### src/rtl/ccm_pkg.sv
package ccm_pkg;
  typedef enum logic [1:0] {
    MODE_OFF = 2'd0,
    MODE_A   = 2'd1,
    MODE_B   = 2'd2
  } ccm_mode_e;
endpackage

### src/rtl/ccm_coef_store.sv
module ccm_coef_store #(
  parameter int COEF_W = 16,
  parameter int ADDR_W = 4,
  parameter int NCOEF  = 12
) (
  input  logic                                   clk,
  input  logic                                   rst,
  input  logic                                   wr_en,
  input  logic [ADDR_W-1:0]                      wr_addr,
  input  logic [2*COEF_W-1:0]                    wr_data,
  output logic [1:0][NCOEF-1:0][COEF_W-1:0]      banks
);
  localparam int WPB = NCOEF / 2;

  always_ff @(posedge clk) begin
    if (rst) begin
      banks <= '0;
    end else if (wr_en) begin
      for (int b = 0; b < 2; b++) begin
        for (int w = 0; w < WPB; w++) begin
          if (wr_addr == ADDR_W'(b * WPB + w)) begin
            banks[b][2*w]   <= wr_data[COEF_W-1:0];
            banks[b][2*w+1] <= wr_data[2*COEF_W-1:COEF_W];
          end
        end
      end
    end
  end
endmodule

### src/rtl/ccm_mode_ctrl.sv
module ccm_mode_ctrl
  import ccm_pkg::*;
(
  input  logic      clk,
  input  logic      rst,
  input  logic      mode_wr,
  input  logic [1:0] mode_val,
  input  logic      frame_start,
  output ccm_mode_e active,
  output ccm_mode_e active_nxt
);
  logic      pend_v;
  ccm_mode_e pend;
  logic      wr_off, wr_on;

  assign wr_off = mode_wr && (mode_val == 2'd0);
  assign wr_on  = mode_wr && (mode_val == 2'd1 || mode_val == 2'd2);

  always_comb begin
    active_nxt = active;
    if (wr_off)
      active_nxt = MODE_OFF;
    else if (frame_start) begin
      if (wr_on)
        active_nxt = ccm_mode_e'(mode_val);
      else if (pend_v)
        active_nxt = pend;
    end
  end

  always_ff @(posedge clk) begin
    if (rst) begin
      active <= MODE_OFF;
      pend_v <= 1'b0;
      pend   <= MODE_OFF;
    end else begin
      active <= active_nxt;
      if (wr_off || frame_start)
        pend_v <= 1'b0;
      else if (wr_on) begin
        pend_v <= 1'b1;
        pend   <= ccm_mode_e'(mode_val);
      end
    end
  end
endmodule

### src/rtl/ccm_row.sv
module ccm_row #(
  parameter int PIX_W  = 10,
  parameter int COEF_W = 16,
  parameter int FRAC   = 13
) (
  input  logic [2:0][PIX_W-1:0]  pix,
  input  logic [3:0][COEF_W-1:0] coef,
  output logic [PIX_W-1:0]       result
);
  localparam int SUM_W = COEF_W + PIX_W + 4;
  localparam logic signed [SUM_W-1:0] HALF = SUM_W'(1) <<< (FRAC - 1);
  localparam logic signed [SUM_W-1:0] MAXV = SUM_W'((1 << PIX_W) - 1);

  logic signed [SUM_W-1:0] c [4];
  logic signed [SUM_W-1:0] p [3];
  logic signed [SUM_W-1:0] acc, shr;

  always_comb begin
    for (int k = 0; k < 4; k++)
      c[k] = {{(SUM_W-COEF_W){coef[k][COEF_W-1]}}, coef[k]};
    for (int j = 0; j < 3; j++)
      p[j] = {{(SUM_W-PIX_W){1'b0}}, pix[j]};
    acc = c[0] * p[0] + c[1] * p[1] + c[2] * p[2] + (c[3] <<< FRAC) + HALF;
    shr = acc >>> FRAC;
    if (shr < 0)
      result = '0;
    else if (shr > MAXV)
      result = MAXV[PIX_W-1:0];
    else
      result = shr[PIX_W-1:0];
  end
endmodule

### src/rtl/ccm_pingpong.sv
module ccm_pingpong
  import ccm_pkg::*;
#(
  parameter int PIX_W  = 10,
  parameter int COEF_W = 16,
  parameter int FRAC   = 13,
  parameter int ADDR_W = 4
) (
  input  logic                 clk,
  input  logic                 rst,
  input  logic                 wr_en,
  input  logic [ADDR_W-1:0]    wr_addr,
  input  logic [2*COEF_W-1:0]  wr_data,
  input  logic                 frame_start,
  input  logic                 in_valid,
  input  logic [3*PIX_W-1:0]   in_pix,
  output logic                 out_valid,
  output logic [3*PIX_W-1:0]   out_pix,
  output logic [1:0]           active_mode
);
  localparam int NCOEF     = 12;
  localparam int MODE_ADDR = NCOEF;

  logic [1:0][NCOEF-1:0][COEF_W-1:0] banks;
  logic [NCOEF-1:0][COEF_W-1:0]      sel_coef;
  ccm_mode_e                         mode_q, mode_nxt, s1_mode;
  logic                              s1_v;
  logic [2:0][PIX_W-1:0]             s1_pix, mat_pix;
  logic                              mode_wr;

  assign mode_wr = wr_en && (wr_addr == ADDR_W'(MODE_ADDR));

  ccm_coef_store #(.COEF_W(COEF_W), .ADDR_W(ADDR_W), .NCOEF(NCOEF)) u_store (
    .clk(clk), .rst(rst), .wr_en(wr_en), .wr_addr(wr_addr),
    .wr_data(wr_data), .banks(banks)
  );

  ccm_mode_ctrl u_mode (
    .clk(clk), .rst(rst), .mode_wr(mode_wr), .mode_val(wr_data[1:0]),
    .frame_start(frame_start), .active(mode_q), .active_nxt(mode_nxt)
  );

  // Stage 1: capture the pixel together with the mode it belongs to.
  always_ff @(posedge clk) begin
    if (rst) begin
      s1_v    <= 1'b0;
      s1_pix  <= '0;
      s1_mode <= MODE_OFF;
    end else begin
      s1_v    <= in_valid;
      s1_pix  <= in_pix;
      s1_mode <= mode_nxt;
    end
  end

  assign sel_coef = (s1_mode == MODE_B) ? banks[1] : banks[0];

  for (genvar i = 0; i < 3; i++) begin : g_row
    ccm_row #(.PIX_W(PIX_W), .COEF_W(COEF_W), .FRAC(FRAC)) u_row (
      .pix(s1_pix), .coef(sel_coef[i*4 +: 4]), .result(mat_pix[i])
    );
  end

  // Stage 2: registered output, bypass on the same latency.
  always_ff @(posedge clk) begin
    if (rst) begin
      out_valid <= 1'b0;
      out_pix   <= '0;
    end else begin
      out_valid <= s1_v;
      out_pix   <= (s1_mode == MODE_OFF) ? s1_pix : mat_pix;
    end
  end

  assign active_mode = mode_q;
endmodule

### config.mk
export PLATFORM = sky130hd
export DESIGN_NAME = ccm_pingpong
export DESIGN_NICKNAME = d
export VERILOG_FILES = /design/src/rtl/ccm_pkg.sv /design/src/rtl/ccm_coef_store.sv /design/src/rtl/ccm_mode_ctrl.sv /design/src/rtl/ccm_row.sv /design/src/rtl/ccm_pingpong.sv
export SDC_FILE = /design/constraint.sdc
export NUM_CORES = 2
export LEC_CHECK = 0
export BUFFER_PORTS_ARGS = -buffer_cell sky130_fd_sc_hd__buf_2
export CELL_PAD_IN_SITES_DETAIL_PLACEMENT = 0
export CELL_PAD_IN_SITES_GLOBAL_PLACEMENT = 2
export CORE_MARGIN = 3
export CORE_UTILIZATION = 30
export DETAILED_ROUTE_END_ITERATION = 12
export PLACE_DENSITY = 0.75
export SYNTH_ARGS = -nofsm -noshare
export SYNTH_HDL_FRONTEND = slang
export SYNTH_SLANG_ARGS = --single-unit
### constraint.sdc
create_clock -name clk -period 10.2 [get_ports clk]
set_input_delay 1.02 -clock clk [delete_from_list [all_inputs] [get_ports clk]]
set_output_delay 1.02 -clock clk [all_outputs]
set_load 0.03 [all_outputs]
==> flow_summary_export.csv <==
group,metric,value,unit
die,floorplan.die_area,263300,um2
synth,synth-warning-count,0,
detailed_routing,drtAntennaViolNets,0,
synth,dominant_combinational_cell_family_by_area_after_synthesis,"adder cells",
critical_path,critPathArrivalTime,10390,ps
placement,hpwl,189.4,mm
layout,finalCoreUtilization,0.3308,
clocking,clock_path_buffers,3,
detailed_routing,route.final.wire_length,235.8,mm
synth,synth_simple_gate_area_frac,0.1686,
global_route,overflow,0,
synth,synth_compound_gate_area_share,0.07429,
power_and_ir_drop,worst_ir_drop_vdd,121.5,uV
detailed_routing,first_pass_iters,6,
critical_path,cp_slowest_cell,"sky130_fd_sc_hd__fa_1",
sta,drv_slew,0,
layout,area_delta_synth_final,9.281,%
synth,async_reset_ff_frac,0,
synth,synthesis.area_per_instance,8.777,um2
critical_path,critPathMaxFanout,22,
layout,post_route_cells_drive_above_1_share,0.07507,
synth,synthCells,8791,
synth,synthesis.area,77160,um2
clocking,tritoncts.num_buffers,60,
layout,final_cell_mix,"sky130_fd_sc_hd__inv_1, sky130_fd_sc_hd__nand2_1, sky130_fd_sc_hd__fa_1",
critical_path,required,10760,ps
synth,netlist.top_cell.by_area,"sky130_fd_sc_hd__fa_1",
clocking,clock_tree_from_tritoncts,"built",
critical_path,slowest_delay,600,ps
synth,synth_cell_type_count,95,
power_and_ir_drop,power_per_cell_area,58.77,nW/um2
critical_path,timing.setup.critical_path_class,"flop to flop",
detailed_routing,routed-via-count,57400,
clocking,cts_hold_buf,0,
placement,place_ws,160.9,ps
synth,synth_edf_count,0,
placement,io_buf_count,103,
die,row_count,185,
critical_path,worst_setup_path_end_kind,"flop",
sta,layout_min_cycle_time,9832,ps
placement,place_area,81870,um2
die,die_x,513.1,um
die,io_pins,104,
hold_path,min-delay-path-class,"flop to flop",
placement,gp_congestion,0.8449,
clocking,clockRootBuffer,"sky130_fd_sc_hd__clkbuf_16",
detailed_routing,dr.first_iter.drc_count,3427,
synth,synth-xor-area-share,0.03219,
synth,synth.area.top_cells,"sky130_fd_sc_hd__fa_1, sky130_fd_sc_hd__dfxtp_1, sky130_fd_sc_hd__ha_1",
synth,muxShareOfSynthArea,0.02878,
detailed_routing,drt-vias-per-instance,4.706,
die,core_region_area,254900,um2
flow_run,timing.max_cap.violations,0,
global_route,global_route_wire_length_before_repair,368.5,mm
synth,postSynthRegisterBits,451,
clocking,tritoncts_num_sinks,451,
sta,setup_slack,368.1,ps
synth,post-synth-top-area-fraction,0.3729,
detailed_routing,detail_route.wl_per_cell,19.33,um
synth,synth_fp_nets,10960,
status,run_status,"completed",
sta,final.period_utilization,0.9639,
global_route,grt_antenna_before_repair,27,
layout,final_net_count,10940,
critical_path,worstSetupStartpointType,"flop",
clocking,clock_latency_on_the_worst_skew_pair,700,ps
sta,worst_pin_slew,927.2,ps
clocking,cts.reportedPaths.clkPinSlew,60,ps
sta,setup-violations-final,0,
sta,final.setup_skew,37.99,ps
global_route,first_global_vias,61060,
clocking,clock_h_tree_levels,2,
die,chipHeight,513.1,um
global_route,grt_max_degree,112,
sta,timing.setup.tns,0,ps
placement,dp.cells,12060,
layout,layout.cells.most_common,"sky130_fd_sc_hd__inv_1",
synth,dominantRegCellSynth,"sky130_fd_sc_hd__dfxtp_1",
sta,final-hold-violation-count,0,
global_route,grt_util_all_layers,0.1804,
critical_path,critical-path-top-cell-by-count,"sky130_fd_sc_hd__fa_1",
die,effective_utilization_at_floorplan,0.3027,
layout,fin_area,84320,um2
layout,count_of_non_filler_cells_in_the_finished_layout,12200,
sta,peak_freq,101.7,MHz
sta,relSlewSlack,0.3819,
synth,synth_seq_area_share,0.1170,
detailed_routing,drc,0,
power_and_ir_drop,static-leakage-power,39.62,nW
synth,synth_adder_area_share,0.4805,
power by group:
group / switching (W) / total (W) / leakage [nW] / internal, W
combinational: 0.000591 / 0.000881 / 35.0 / 0.000290
sequential: 0.0000725 / 0.00187 / 3.66 / 0.00180
clock: 0.000941 / 0.00221 / 0.964 / 0.00126
total: 0.00160 / 0.00496 / 39.6 / 0.00335
final timing paths:
kind	start	to	slack (ps)	cells after the start
setup / recovery	u_mode.active[1]$_SDFFE_PP0P_	out_pix[25]$_SDFF_PP0_	370	36
hold reg to reg	s1_v$_SDFF_PP0_	out_valid$_SDFF_PP0_	430	1
hold / removal	s1_v$_SDFF_PP0_	out_valid$_SDFF_PP0_	430	1
setup reg to reg	u_mode.active[1]$_SDFFE_PP0P_	out_pix[25]$_SDFF_PP0_	370	36
worst max-delay path: cells and delay by family, from the launching register on:
kind            cells  cell delay [ps]
xor+xnor            2              440
mux                 1              480
fa+ha+maj           8             3600
flops               1              330
compound gates      9             2010
buf+inv             6              920
simple gates       10             1870
final cells by class:
class                   instances  area (um2)
fillers                     26440      170500
multi-input cells            6318       60840
flip-flops and latches        451        9062
inverters                    1686        6329
well taps                    3366        4212
repair buffers                252        1841
clock buffers                  79        1684
clock inverters                33       322.8
diodes                         11       27.53
routing by layer:
metal | vias up | share of wire | GRT usage
met2 | 1143 | 0.48 | 0.3048
met1 | 29290 | 0.45 | 0.2466
met3 | 215 | 0.046 | 0.01939
met5 | - | 0 | 0
met4 | 0 | 0.027 | 0.04344
li1 | 26750 | - | -
through the flow:
| step | hold WS, ps | power, W |
|---|---|---|
| after global placement | 417.3 | 0.002778 |
| after global routing | 457.4 | 0.005185 |
| final | 426.4 | 0.004956 |
| after floorplan | 413.8 | 0.002416 |
| after detailed placement | 430.3 | 0.002787 |
| after CTS | 429.7 | 0.005026 |
kinds of logic after synthesis:
| group | Yosys count |
|---|---|
| muxes | 196 |
| xor gates and xnor gates | 282 |
| adders and majority gates | 2101 |
| AOI/OAI and AO/OA | 944 |
| DFF | 451 |
| and+or+nand+nor | 2794 |
| buffers and inverters | 2023 |
synth_stat cells, types with 72 or more instances:
master	n
sky130_fd_sc_hd__nand2_1	1600
sky130_fd_sc_hd__nor2b_1	137
sky130_fd_sc_hd__a21oi_1	569
sky130_fd_sc_hd__clkbuf_1	327
sky130_fd_sc_hd__mux2_2	177
sky130_fd_sc_hd__nor3_1	72
sky130_fd_sc_hd__inv_1	1686
sky130_fd_sc_hd__dfxtp_1	451
sky130_fd_sc_hd__xnor2_1	196
sky130_fd_sc_hd__nor2_1	154
sky130_fd_sc_hd__fa_1	1437
sky130_fd_sc_hd__xor2_1	85
sky130_fd_sc_hd__and2_1	634
sky130_fd_sc_hd__ha_1	664
repair_timing:
item                       CTS  global route
buffers inserted             0             8
gates resized for setup      0            51
setup endpoints to repair    0            30
flip-flops by register name, indices dropped and copies added (netlist names):
| register | cells |
|---|---|
| out_pix | 30 |
| out_valid | 1 |
| s1_pix | 30 |
| s1_v | 1 |
| u_mode.active | 2 |
| u_mode.pend | 2 |
| u_mode.pend_v | 1 |
| u_store.banks | 384 |
(Power assumes the default switching activity.)
